===== src/rtl/lsu_steer_pkg.sv =====
package lsu_steer_pkg;

   typedef enum logic [1:0] {
      SZ_BYTE = 2'b00,
      SZ_HALF = 2'b01,
      SZ_WORD = 2'b10,
      SZ_RSVD = 2'b11
   } lss_size_e;

   // Reserved code is folded onto a full-width transfer
   function automatic lss_size_e lss_norm_size(input logic [1:0] code);
      lss_size_e s;
      case (code)
         2'b00:   s = SZ_BYTE;
         2'b01:   s = SZ_HALF;
         default: s = SZ_WORD;
      endcase
      return s;
   endfunction

endpackage


===== src/rtl/lsu_align_check.sv =====
module lsu_align_check
   import lsu_steer_pkg::*;
#(
   parameter int OFF_W = 2
) (
   input  lss_size_e           size,
   input  logic [OFF_W-1:0]    offset,
   output logic                misaligned
);

   // full-width needs offset zero, half needs even offset, byte is free
   always_comb begin
      case (size)
         SZ_BYTE: misaligned = 1'b0;
         SZ_HALF: misaligned = offset[0];
         default: misaligned = (offset != '0);
      endcase
   end

endmodule


===== src/rtl/lsu_store_steer.sv =====
module lsu_store_steer
   import lsu_steer_pkg::*;
#(
   parameter int LANE_W    = 8,
   parameter int NUM_LANES = 4,
   localparam int DATA_W   = LANE_W * NUM_LANES,
   localparam int OFF_W    = $clog2(NUM_LANES)
) (
   input  lss_size_e              size,
   input  logic [OFF_W-1:0]       offset,
   input  logic                   enable,
   input  logic [0:DATA_W-1]      src,
   output logic [0:DATA_W-1]      wdata,
   output logic [0:NUM_LANES-1]   be
);

   localparam int LSB_LANE = NUM_LANES - 1;

   logic [0:NUM_LANES-1] be_raw;

   for (genvar k = 0; k < NUM_LANES; k++) begin : g_lane
      localparam int PAIR_POS = k % 2;
      localparam int PAIR_IDX = k / 2;
      logic [LANE_W-1:0] lane_byte, lane_half, lane_word;
      logic              en_byte, en_half;

      // low source byte copied to every lane
      assign lane_byte = src[LSB_LANE*LANE_W +: LANE_W];
      // low source halfword copied to every lane pair
      assign lane_half = src[(NUM_LANES-2+PAIR_POS)*LANE_W +: LANE_W];
      // straight through
      assign lane_word = src[k*LANE_W +: LANE_W];

      assign en_byte = (offset == OFF_W'(k));
      assign en_half = ((offset >> 1) == OFF_W'(PAIR_IDX));

      always_comb begin
         case (size)
            SZ_BYTE: begin
               wdata[k*LANE_W +: LANE_W] = lane_byte;
               be_raw[k]                 = en_byte;
            end
            SZ_HALF: begin
               wdata[k*LANE_W +: LANE_W] = lane_half;
               be_raw[k]                 = en_half;
            end
            default: begin
               wdata[k*LANE_W +: LANE_W] = lane_word;
               be_raw[k]                 = 1'b1;
            end
         endcase
      end
   end

   assign be = enable ? be_raw : '0;

endmodule


===== src/rtl/lsu_load_steer.sv =====
module lsu_load_steer
   import lsu_steer_pkg::*;
#(
   parameter int LANE_W    = 8,
   parameter int NUM_LANES = 4,
   localparam int DATA_W   = LANE_W * NUM_LANES,
   localparam int OFF_W    = $clog2(NUM_LANES),
   localparam int HALF_W   = 2 * LANE_W
) (
   input  lss_size_e              size,
   input  logic [OFF_W-1:0]       offset,
   input  logic [0:DATA_W-1]      rdata,
   output logic [0:DATA_W-1]      result
);

   logic [LANE_W-1:0] pick_byte;
   logic [HALF_W-1:0] pick_half;

   // select the addressed lane
   always_comb begin
      pick_byte = '0;
      for (int i = 0; i < NUM_LANES; i++) begin
         if (offset == OFF_W'(i)) pick_byte = rdata[i*LANE_W +: LANE_W];
      end
   end

   // select the addressed lane pair
   always_comb begin
      pick_half = '0;
      for (int j = 0; j < NUM_LANES / 2; j++) begin
         if ((offset >> 1) == OFF_W'(j)) pick_half = rdata[j*HALF_W +: HALF_W];
      end
   end

   // Right-justify with zero fill
   always_comb begin
      case (size)
         SZ_BYTE: result = {{(DATA_W-LANE_W){1'b0}}, pick_byte};
         SZ_HALF: result = {{(DATA_W-HALF_W){1'b0}}, pick_half};
         default: result = rdata;
      endcase
   end

endmodule


===== src/rtl/lsu_lane_steer.sv =====
module lsu_lane_steer
   import lsu_steer_pkg::*;
#(
   parameter int ADDR_W    = 32,
   parameter int LANE_W    = 8,
   parameter int NUM_LANES = 4,
   parameter bit LOAD_PIPE = 1'b0,
   localparam int DATA_W   = LANE_W * NUM_LANES,
   localparam int OFF_W    = $clog2(NUM_LANES)
) (
   input  logic                  clk,
   input  logic                  rst_n,
   input  logic                  req_valid,
   input  logic                  req_write,
   input  logic [1:0]            req_size,
   input  logic [0:ADDR_W-1]     req_addr,
   input  logic [0:DATA_W-1]     req_wdata,
   input  logic [0:DATA_W-1]     bus_rdata,
   output logic                  bus_as,
   output logic                  bus_write,
   output logic [0:ADDR_W-1]     bus_addr,
   output logic [0:DATA_W-1]     bus_wdata,
   output logic [0:NUM_LANES-1]  bus_be,
   output logic                  ld_valid,
   output logic [0:DATA_W-1]     ld_data,
   output logic                  exc_unaligned,
   output logic                  exc_store,
   output logic [0:ADDR_W-1]     exc_addr
);

   // Elaboration-time parameter checks
   if (LANE_W < 1) begin : g_bad_lane
      $error("lsu_lane_steer: LANE_W must be positive");
   end
   if (NUM_LANES < 2 || (NUM_LANES & (NUM_LANES - 1)) != 0) begin : g_bad_lanes
      $error("lsu_lane_steer: NUM_LANES must be a power of two >= 2");
   end
   if (ADDR_W <= OFF_W) begin : g_bad_addr
      $error("lsu_lane_steer: ADDR_W too narrow for the lane offset");
   end

   lss_size_e          size_n;
   logic [OFF_W-1:0]   req_off;
   logic               misaligned;
   logic               go;

   assign size_n  = lss_norm_size(req_size);
   assign req_off = req_addr[ADDR_W-OFF_W +: OFF_W];

   lsu_align_check #(.OFF_W(OFF_W)) u_align (
      .size       (size_n),
      .offset     (req_off),
      .misaligned (misaligned)
   );

   assign go = req_valid & ~misaligned;

   // Request path, same cycle
   assign bus_as    = go;
   assign bus_write = go & req_write;
   assign bus_addr  = req_addr;

   lsu_store_steer #(.LANE_W(LANE_W), .NUM_LANES(NUM_LANES)) u_store (
      .size   (size_n),
      .offset (req_off),
      .enable (go),
      .src    (req_wdata),
      .wdata  (bus_wdata),
      .be     (bus_be)
   );

   // Read context held for the response cycle
   lss_size_e          rd_size_q;
   logic [OFF_W-1:0]   rd_off_q;
   logic               rd_pend_q;

   always_ff @(posedge clk) begin
      if (!rst_n) begin
         rd_size_q <= SZ_WORD;
         rd_off_q  <= '0;
         rd_pend_q <= 1'b0;
      end else begin
         rd_pend_q <= go & ~req_write;
         if (go & ~req_write) begin
            rd_size_q <= size_n;
            rd_off_q  <= req_off;
         end
      end
   end

   logic [0:DATA_W-1] steered;

   lsu_load_steer #(.LANE_W(LANE_W), .NUM_LANES(NUM_LANES)) u_load (
      .size   (rd_size_q),
      .offset (rd_off_q),
      .rdata  (bus_rdata),
      .result (steered)
   );

   if (LOAD_PIPE) begin : g_load_reg
      logic              ld_valid_q;
      logic [0:DATA_W-1] ld_data_q;
      always_ff @(posedge clk) begin
         if (!rst_n) begin
            ld_valid_q <= 1'b0;
            ld_data_q  <= '0;
         end else begin
            ld_valid_q <= rd_pend_q;
            if (rd_pend_q) ld_data_q <= steered;
         end
      end
      assign ld_valid = ld_valid_q;
      assign ld_data  = ld_data_q;
   end else begin : g_load_comb
      assign ld_valid = rd_pend_q;
      assign ld_data  = steered;

      // aligned load gives a result flag one cycle later
      a_r10_load_next: assert property (@(posedge clk) disable iff (!rst_n)
         (bus_as && !bus_write) |=> ld_valid)
         else $error("a_r10_load_next");
   end

   // Misalignment exception capture
   logic              exc_q;
   logic              exc_store_q;
   logic [0:ADDR_W-1] exc_addr_q;

   always_ff @(posedge clk) begin
      if (!rst_n) begin
         exc_q       <= 1'b0;
         exc_store_q <= 1'b0;
         exc_addr_q  <= '0;
      end else begin
         exc_q <= req_valid & misaligned;
         if (req_valid & misaligned) begin
            exc_store_q <= req_write;
            exc_addr_q  <= req_addr;
         end
      end
   end

   assign exc_unaligned = exc_q;
   assign exc_store     = exc_store_q;
   assign exc_addr      = exc_addr_q;

   // a word with low bits set never reaches the bus
   a_r8_word_blocked: assert property (@(posedge clk) disable iff (!rst_n)
      (req_valid && req_size[1] && req_addr[ADDR_W-OFF_W +: OFF_W] != '0)
         |-> (!bus_as && !bus_write && bus_be == '0))
      else $error("a_r8_word_blocked");

   // a refused request raises the exception and captures the address
   a_r9_capture: assert property (@(posedge clk) disable iff (!rst_n)
      (req_valid && !bus_as) |=> (exc_unaligned && exc_addr == $past(req_addr)
                                  && exc_store == $past(req_write)))
      else $error("a_r9_capture");

   a_r9_quiet: assert property (@(posedge clk) disable iff (!rst_n)
      !(req_valid && !bus_as) |=> (!exc_unaligned && $stable(exc_addr)))
      else $error("a_r9_quiet");

   // a byte access enables exactly one lane
   a_r2_one_lane: assert property (@(posedge clk) disable iff (!rst_n)
      (bus_as && req_size == 2'b00) |-> ($countones(bus_be) == 1))
      else $error("a_r2_one_lane");

   // a word store is passed through on all lanes
   a_r4_word_pass: assert property (@(posedge clk) disable iff (!rst_n)
      (bus_write && req_size[1]) |-> (bus_wdata == req_wdata && (&bus_be)))
      else $error("a_r4_word_pass");

endmodule


===== config.mk =====
export PLATFORM = sky130hd
export DESIGN_NAME = lsu_lane_steer
export DESIGN_NICKNAME = d
export VERILOG_FILES = /design/src/rtl/lsu_steer_pkg.sv /design/src/rtl/lsu_align_check.sv /design/src/rtl/lsu_store_steer.sv /design/src/rtl/lsu_load_steer.sv /design/src/rtl/lsu_lane_steer.sv
export SDC_FILE = /design/constraint.sdc
export NUM_CORES = 1
export LEC_CHECK = 0
export ABC_AREA = 1
export BUFFER_PORTS_ARGS = -buffer_cell sky130_fd_sc_hd__buf_2
export CORE_AREA = 2 2 92 94
export DETAILED_ROUTE_END_ITERATION = 16
export DIE_AREA = 0 0 94 96
export PLACE_DENSITY = 0.78
export SLEW_MARGIN = 20
export SYNTH_ARGS = -nofsm -noshare
export SYNTH_HDL_FRONTEND = slang
export SYNTH_HIERARCHICAL = 1
export SYNTH_SLANG_ARGS = --single-unit

===== constraint.sdc =====
create_clock -name clk -period 3.1 [get_ports clk]
set_input_delay 0.62 -clock clk [delete_from_list [all_inputs] [get_ports clk]]
set_output_delay 0.62 -clock clk [all_outputs]
set_load 0.01 [all_outputs]

# Word level (Yosys, flattened, before mapping)
# Cells that the tools add are included.
[totals]
output_inout_bits = 137
register_bits = 39
input_bits = 102
[classes]
n_bitwise = 6
muxes = 17
reduce_logical = 9
eq_ne = 9
[ops]
columns = ["op", "n"]
rows = [
  ["$pmux 32 s2", 1],
  ["$mux 8", 6],
  ["$mux 16", 2],
  ["$pmux 8 s2", 1],
  ["$logic_not 2->1", 7],
  ["$eq 2x1->1 const B", 5],
  ["$pmux 1 s2", 5],
  ["$eq 2x2->1 const B", 4],
  ["$and 1x1->1", 4],
  ["$mux 4", 1],
  ["$pmux 2 s2", 1],
  ["$not 1->1", 2],
  ["$reduce_bool 2->1", 1],
  ["$reduce_or 2->1", 1],
]

# Depth between registers and ports, before layout
# Gate-level depths: netlist (run 1).
[depth]
depth_word = 7
mapped_depth = 9
ltp_nobuf = 9

# Modules after synthesis
# The synthesis (run 1) kept the hierarchy.
[modules_own_cells]
columns = ["module", "area_each_um2", "instances", "cells_per_inst", "seq_area_each_um2"]
rows = [
  ["lsu_lane_steer", 1642.8, 1, 212, 780.7],
  ["lsu_load_steer", 824.5, 1, 185, 0.0],
  ["lsu_store_steer", 505.5, 1, 108, 0.0],
  ["lsu_align_check", 16.3, 1, 4, 0.0],
]

# Worst setup path before layout (run 1)
# OpenSTA, ideal clock, no wires.
[synth_path]
path_type = "input to output"
from = "input port req_size[0]"
to = "output port bus_be[0] (netlist bit)"
path_stages = 7
slack_ns = 0.727
required_ns = 2.480
arrival_time_ns = 1.753
n_path_buf = 0
cell_sequence = "inv_1 nor2_1 nand2_1 a21oi_1 nor2_1 nand2_1 nor2_1"
[synth_via]
elab_chain_cells = 7
elab_cells_between_ends = 10
[synth_rtl]
columns = ["item", "line_no", "rtl"]
rows = [
  ["start, declared", "lsu_lane_steer.sv:15", "input logic [1:0] req_size,"],
  ["$eq 2x1->1 or $logic_not 2->1 (tied branches)", "lsu_steer_pkg.sv:13", "case (code)"],
  ["$pmux 2 s2 *", "lsu_steer_pkg.sv:13", ""],
  ["via size_n[0]", "lsu_lane_steer.sv:42", "lss_size_e size_n;"],
  ["$eq 2x1->1 or $logic_not 2->1 (tied branches)", "lsu_align_check.sv:13", "case (size)"],
  ["$pmux 1 s2 *", "lsu_align_check.sv:13", ""],
  ["via misaligned", "lsu_lane_steer.sv:44", "logic misaligned;"],
  ["$not 1->1 *", "lsu_lane_steer.sv:56", "assign go = req_valid & ~misaligned;"],
  ["$and 1x1->1 *", "lsu_lane_steer.sv:56", ""],
  ["via bus_as", "lsu_lane_steer.sv:19", "output logic bus_as,"],
  ["$mux 4 *", "lsu_store_steer.sv:55", "assign be = enable ? be_raw : '0;"],
  ["end, declared", "lsu_lane_steer.sv:23", "output logic [0:NUM_LANES-1] bus_be,"],
]
# Mark *: on every way through the listed nets, which the timed path passes. The rest lies on a longest branch.

# Worst setup path after layout (run 1)
[layout_path]
from = "input port req_size[1]"
to = "output port bus_be[2] (netlist bit)"
[layout_via]
elab_chain_cells = 7
elab_cells_between_ends = 10
[layout_rtl]
columns = ["item", "line_no"]
rows = [
  ["$eq 2x1->1 or $logic_not 2->1 (tied branches)", "lsu_steer_pkg.sv:13"],
  ["$pmux 2 s2 *", "lsu_steer_pkg.sv:13"],
  ["$eq 2x1->1 or $logic_not 2->1 (tied branches)", "lsu_align_check.sv:13"],
  ["$pmux 1 s2 *", "lsu_align_check.sv:13"],
  ["via misaligned", "lsu_lane_steer.sv:44"],
  ["$not 1->1 *", "lsu_lane_steer.sv:56"],
  ["$and 1x1->1 *", "lsu_lane_steer.sv:56"],
  ["$mux 4 *", "lsu_store_steer.sv:55"],
]
# Marks and branches as above.

==> results.sh, run 1 <==
export IMPL_status="finished, final reports clean"
export IMPL_fin_tns_setup_ns=0
export IMPL_cp_cell_sequence="buf_2 -> buf_4 -> inv_1 -> a21oi_1 -> nor2_1 -> nand2_1 -> nor2_1 -> buf_2"
export IMPL_fin_cells=801
export IMPL_min_period_ns=2.534
export IMPL_synth_cell_types=21
export IMPL_vias=3700
export IMPL_power_leakage_nw=2.455
export IMPL_cts_post_setup_buffers_inserted=0
export IMPL_slew_viol_final=0
export IMPL_routedWlPerCell_um=11.60
export IMPL_setup_violations=0
export IMPL_die_y_um=96
export IMPL_seq_area_frac_synth=0.2612
export IMPL_io_pins=239
export IMPL_rsz0062_at_grt="false"
export IMPL_finalPower_w=0.001490
export IMPL_worstRegToRegCells=5
export IMPL_drive_above_1_share=0.3807
export IMPL_worst_setup_path_start_kind="input port"
export IMPL_path_max_fanout=21
export IMPL_maxSlewHeadroom=0.6358
export IMPL_clk_latency_ns=0.28
export IMPL_drc_errors=0
export IMPL_firstDrtPassIters=4
export IMPL_cts_sinks=39
export IMPL_track_usage=0.1919
export IMPL_required_ns=2.48
export IMPL_htreeDepth=2
export IMPL_core_um2=8051
export IMPL_path_depth=8
export IMPL_viasPerCell=4.619
export IMPL_synth_avg_cell_area_um2=5.873
export IMPL_max_stage_delay_ns=0.36
export IMPL_grt_overflow_total=0
export IMPL_start_util=0.3713
export IMPL_diodes=0
export IMPL_area_delta_synth_final_pct=32.86
export IMPL_drtAntennaViolNets=0
export IMPL_slowest_stage="a21oi_1"
export IMPL_yosysWarnings=6
export IMPL_grt_pass1_vias=3144
export IMPL_netlist_area_um2=2989
export IMPL_place_congestion=0.8298
export IMPL_nNetsFinal=797
export IMPL_hold_buffers=0
export IMPL_cts_clk_slew_worst_paths_ns=0.08
export IMPL_die_w_um=94
export IMPL_critical_path_class="in -> out"
export IMPL_crit_arrival_ns=1.91
export IMPL_vdd_ir_drop_worst_uv=364.5
export IMPL_crit_buf_inv=4
export IMPL_syn_instance_count=509
export IMPL_tightest_slew_ns=0.5462
export IMPL_hp_class="reg -> reg"
export IMPL_fill_cells=820
export IMPL_syn_nets=611
export IMPL_dp_cells=793
export IMPL_cts_resized=0
export IMPL_drt_iter0_markers=90
export IMPL_hold_viol=0
export IMPL_wl_um=9291
export IMPL_placement_io_buffers=238
export IMPL_dp_hpwl_um=7542
export IMPL_grt_start_max_net_pins=39
export IMPL_finClkSkew_ns=0
export IMPL_p_per_area_nw_per_um2=375.2
export IMPL_die_area_um2=9024
export IMPL_grt_pass1_wl_um=14140
export IMPL_numCtsBuffers=5
export IMPL_fp_row_count=33
export IMPL_fmax_ghz=0.3946
export IMPL_ys_ff_latch=39
export IMPL_finalCritPeriodShare=0.8176
export IMPL_cts_root_buf="clkbuf_8"
export IMPL_maxCapViolCount=0
export IMPL_worst_setup_path_end_kind="primary output"
export IMPL_cts_tree="yes"
export IMPL_antenna_found_initial=0
export IMPL_path_delay_family="buffers and inverters"
export IMPL_clockBufferDepth=2
export IMPL_holdPathStages=2
[cell type report]
| cell class | instances | area [um2] | area share |
|---|---|---|---|
| timing repair buffer | 242 | 1221 | 0.3075 |
| tap | 105 | 131.4 | 0.03308 |
| multi-input combinational | 356 | 1521 | 0.3831 |
| clock inverter | 2 | 35.03 | 0.008822 |
| inverter | 51 | 198.9 | 0.05009 |
| sequential | 39 | 780.7 | 0.1966 |
| clock buffer | 6 | 82.58 | 0.02079 |
[power breakdown]
group,switching (W),internal (W)
Sequential,0.0000238,0.000536
Clock,0.000167,0.000260
Combinational,0.000296,0.000207
[cell families after synthesis]
group | count (synthesis) | synth area share
and+or+nand+nor | 290 | 0.3926
buffers and inverters | 114 | 0.2298
AOI/OAI and AO/OA | 66 | 0.1164
DFF | 39 | 0.2612
[synthesized netlist by cell type, drive strengths merged]
library cell	instances	area, um2
nand2	162	638.1
nor2	106	425.4
buf	59	470.5
inv	51	198.9
o21ai	41	205.2
dfxtp	39	780.8
nand3	21	105.1
a21oi	18	90.09
o211ai	7	52.55
clkbuf	4	17.52
nor3	1	5.000
[sequential cells by signal (all words and copies together) (netlist names)]
register	flops
exc_addr	32
exc_store	1
exc_unaligned	1
ld_valid	1
rd_off_q	2
rd_size_q	2
[cells in the final DEF, fill, tap and decap left out]
| cell type | netlist | layout |
|---|---|---|
| inv_2 | 3 | 3 |
| nand2_4 | 4 | 4 |
| nor2_1 | 101 | 101 |
| nand3_1 | 21 | 21 |
| nor2_2 | 2 | 2 |
| buf_2 | 7 | 238 |
| inv_4 | 3 | 3 |
| a21oi_1 | 18 | 18 |
| o211ai_1 | 7 | 7 |
| o21ai_0 | 36 | 36 |
| nand2_1 | 158 | 158 |
| nor2_4 | 3 | 3 |
| clkinv_2 | 0 | 1 |
| nor3_1 | 1 | 1 |
| inv_1 | 45 | 45 |
| dfxtp_1 | 39 | 39 |
| o21ai_1 | 5 | 5 |
| buf_4 | 41 | 4 |
| bufinv_16 | 0 | 1 |
| clkbuf_8 | 0 | 6 |
[worst reg2reg max path: stages (launching register included)]
cell and delay, ns:
dfxtp_1 0.64, buf_4 0.30, inv_1 0.06, nand2_1 0.06
nand2_1 0.05, nor2_1 0.09
[stage by stage]
step | utilization | area (um2) | hold WS (ns) | worst slack [ns]
2_1_floorplan | - | 2989 | 0.4365 | 0.7270
3_3_place_gp | 0.4786 | 3854 | 0.4594 | 0.6273
3_5_place_dp | 0.4786 | 3854 | 0.4713 | 0.5722
4_1_cts | 0.4932 | 3971 | 0.4891 | 0.5705
5_1_grt | 0.4932 | 3971 | 0.5106 | 0.3908
6_report | 0.4932 | 3971 | 0.4804 | 0.5656
[routing by layer]
metal	share of wire	global-route usage
met5	0	0
met4	0.016	0.05797
met3	0.095	0.04542
met2	0.49	0.3464
met1	0.40	0.2256
[final timing paths]
| path | startpoint | to | slack [ns] |
|---|---|---|---|
| max | req_size[1] | bus_be[2] | 0.57 |
| min | exc_addr[19]$_SDFFE_PN0P_ | exc_addr[19]$_SDFFE_PN0P_ | 0.48 |
| min reg2reg | exc_addr[19]$_SDFFE_PN0P_ | exc_addr[19]$_SDFFE_PN0P_ | 0.48 |
| max reg2reg | rd_off_q[1]$_SDFFE_PN0P_ | rd_off_q[1]$_SDFFE_PN0P_ | 1.83 |
Power figures use the tool's default switching activity.
==> inputs of run 2 (changes only) <==
--- a/config.mk
+++ b/config.mk
@@ -7,10 +7,10 @@
 export LEC_CHECK = 0
 export ABC_AREA = 1
 export BUFFER_PORTS_ARGS = -buffer_cell sky130_fd_sc_hd__buf_2
-export CORE_AREA = 2 2 92 94
+export CORE_AREA = 2 2 93 95
 export DETAILED_ROUTE_END_ITERATION = 16
-export DIE_AREA = 0 0 94 96
-export PLACE_DENSITY = 0.78
+export DIE_AREA = 0 0 95 97
+export PLACE_DENSITY = 0.77
 export SLEW_MARGIN = 20
 export SYNTH_ARGS = -nofsm -noshare
 export SYNTH_HDL_FRONTEND = slang
==> constraint.sdc (replaced) <==
create_clock -name clk -period 2.4 [get_ports clk]
set_input_delay 0.48 -clock clk [delete_from_list [all_inputs] [get_ports clk]]
set_output_delay 0.48 -clock clk [all_outputs]
set_load 0.01 [all_outputs]
==> run 2 against run 1 <==
Sequential share of layout area is essentially flat. Clock power is essentially flat. Non-clock buffer count grew 3. Worst hold slack lost 0.041 ns. Utilization shrank 0.62 points. Flip-flop and latch count is the same. Via count grew 0.70%. Highest routed layer unchanged. Routed wire length grew 0.89%. Critical endpoint is now ld_data[25]. Final area shrank 0.25%. Largest power group unchanged. Critical path depth shrank 1. Global-route usage grew 0.051 points.
==> results.sh, run 2 (synthesis results as in run 1) <==
export IMPL_die_area_um2=9215
export IMPL_io_pins=239
export IMPL_max_stage_delay_ns=0.37
export IMPL_grt_pass1_wl_um=14660
export IMPL_cts_sinks=39
export IMPL_diodes=0
export IMPL_firstDrtPassIters=4
export IMPL_worst_setup_path_end_kind="primary output"
export IMPL_cp_cell_sequence="buf_4 -> nand2_4 -> nor2_1 -> nor2_1 -> nand2_1 -> nand2_1 -> buf_2"
export IMPL_drtAntennaViolNets=0
export IMPL_min_period_ns=2.038
export IMPL_antenna_found_initial=0
export IMPL_p_seq_frac=0.398
export IMPL_cts_clk_slew_worst_paths_ns=0.08
export IMPL_numCtsBuffers=5
export IMPL_layout_common_cells="238 x buf_2, 158 x nand2_1, 101 x nor2_1"
export IMPL_p_int_w=0.001167
export IMPL_dp_slack_ns=0.4111
export IMPL_maxSlewHeadroom=0.6256
export IMPL_routedWlPerCell_um=11.66
export IMPL_hp_class="in -> reg"
export IMPL_start_util=0.3675
export IMPL_cts_resized=0
export IMPL_grt_pass1_vias=3273
export IMPL_die_y_um=97
export IMPL_dp_hpwl_um=7483
export IMPL_power_leakage_nw=2.451
export IMPL_worst_setup_path_start_kind="flip-flop"
export IMPL_viasPerCell=4.634
export IMPL_swShare=0.3541
export IMPL_cts_post_setup_buffers_inserted=0
export IMPL_status="finished, final reports clean"
export IMPL_finalCritPeriodShare=0.8490
export IMPL_grt_start_max_net_pins=39
export IMPL_wl_um=9374
export IMPL_fin_tns_setup_ns=0
export IMPL_area_delta_synth_final_pct=32.52
export IMPL_cts_tree="yes"
export IMPL_clk_latency_ns=0.28
export IMPL_critical_path_class="reg -> out"
export IMPL_required_ns=1.92
export IMPL_hold_viol=0
export IMPL_fp_row_count=33
export IMPL_cts_root_buf="clkbuf_8"
export IMPL_setup_violations=0
export IMPL_switching_power_w=0.0006395
export IMPL_placement_io_buffers=238
export IMPL_clockBufferDepth=2
export IMPL_place_congestion=0.8941
export IMPL_drc_errors=0
export IMPL_p_per_area_nw_per_um2=455.9
export IMPL_nNetsFinal=800
export IMPL_slew_viol_final=0
export IMPL_finClkSkew_ns=0
export IMPL_path_max_fanout=24
export IMPL_layout_commonest_cell="buf_2"
export IMPL_core_um2=8134
export IMPL_tightest_slew_ns=0.5615
export IMPL_rsz0062_at_grt="false"
export IMPL_drive_above_1_share=0.3820
export IMPL_crit_buf_inv=2
export IMPL_vdd_ir_drop_worst_uv=330.7
export IMPL_slowest_stage="dfxtp_1"
export IMPL_path_delay_family="simple AND/OR/NAND/NOR gates"
export IMPL_die_w_um=95
export IMPL_largest_reg_flops=32
export IMPL_vias=3726
export IMPL_fmax_ghz=0.4908
export IMPL_crit_arrival_ns=1.56
export IMPL_clkPwrFrac=0.236
export IMPL_grt_overflow_total=0
export IMPL_combPwrFrac=0.366
export IMPL_hold_buffers=0
export IMPL_drt_iter0_markers=151
export IMPL_htreeDepth=2
export IMPL_maxCapViolCount=0
export IMPL_fin_util=0.4870
export IMPL_finalWorstSetupSlack_ns=0.3624
export IMPL_track_usage=0.1924
==> run 2: changes by cell type in the layout (fill, tap and decap cells not counted) <==
cell | previous run | this run
bufinv_16 | 1 | 0
buf_4 | 4 | 7
clkbuf_1 | 0 | 1
clkbuf_8 | 6 | 5
clkinvlp_4 | 0 | 1
==> run 2: area by class of cell <==
type | count | area (um2)
tap | 105 | 131.4
sequential | 39 | 780.7
fill | 839 | 4173
multi-input combinational | 356 | 1521
clock inverter | 2 | 12.51
clock buffer | 6 | 72.57
inverter | 51 | 198.9
timing repair buffer | 245 | 1244
==> run 2: power groups by stage <==
stage	combinational, W	sequential, W	clock (W)
floorplan	0.000399	0.000748	0
global placement	0.000654	0.000731	0
detailed placement	0.000663	0.000733	0
CTS	0.000665	0.000719	0.000443
global route	0.000740	0.000724	0.000477
finish	0.000661	0.000719	0.000426
==> run 2: routing by layer <==
layer	wire length, um	GRT usage	part of all wire	vias to the layer above
met5	0	0	0	-
met4	137	0.05686	0.015	0
met3	934	0.04439	0.10	16
met2	4577	0.3470	0.49	194
met1	3725	0.2215	0.40	1620
li1	-	-	-	1896
==> run 2: worst register-to-register path, delay by kind of cell, from the launching register on <==
kind | cells | cell delay (ns)
buffers and inverters | 1 | 0.08
DFF | 1 | 0.59
and+or+nand+nor | 3 | 0.21
==> run 2: per-stage QoR <==
stage / hold slack [ns] / instance area [um2] / cells / total power (W)
global placement: 0.4579 / 3876 / 796 / 0.001385
CTS: 0.4299 / 3961 / 804 / 0.001827
detailed placement: 0.4687 / 3876 / 796 / 0.001396
finish: 0.4398 / 3961 / 804 / 0.001806
floorplan: 0.4365 / 2989 / 509 / 0.001147
global route: 0.4483 / 3961 / 804 / 0.001941
==> run 2: worst paths after layout <==
path                                  start                   endpoint  slack (ns)  cells past startpoint
hold reg to reg   exc_addr[31]$_SDFFE_PN0P_  exc_addr[31]$_SDFFE_PN0P_        0.48                      2
setup reg to reg   rd_off_q[0]$_SDFFE_PN0P_   rd_off_q[0]$_SDFFE_PN0P_        1.46                      4
hold / removal                 req_addr[15]  exc_addr[15]$_SDFFE_PN0P_        0.44                      3
setup / recovery   rd_off_q[1]$_SDFFE_PN0P_                ld_data[25]        0.36                      7
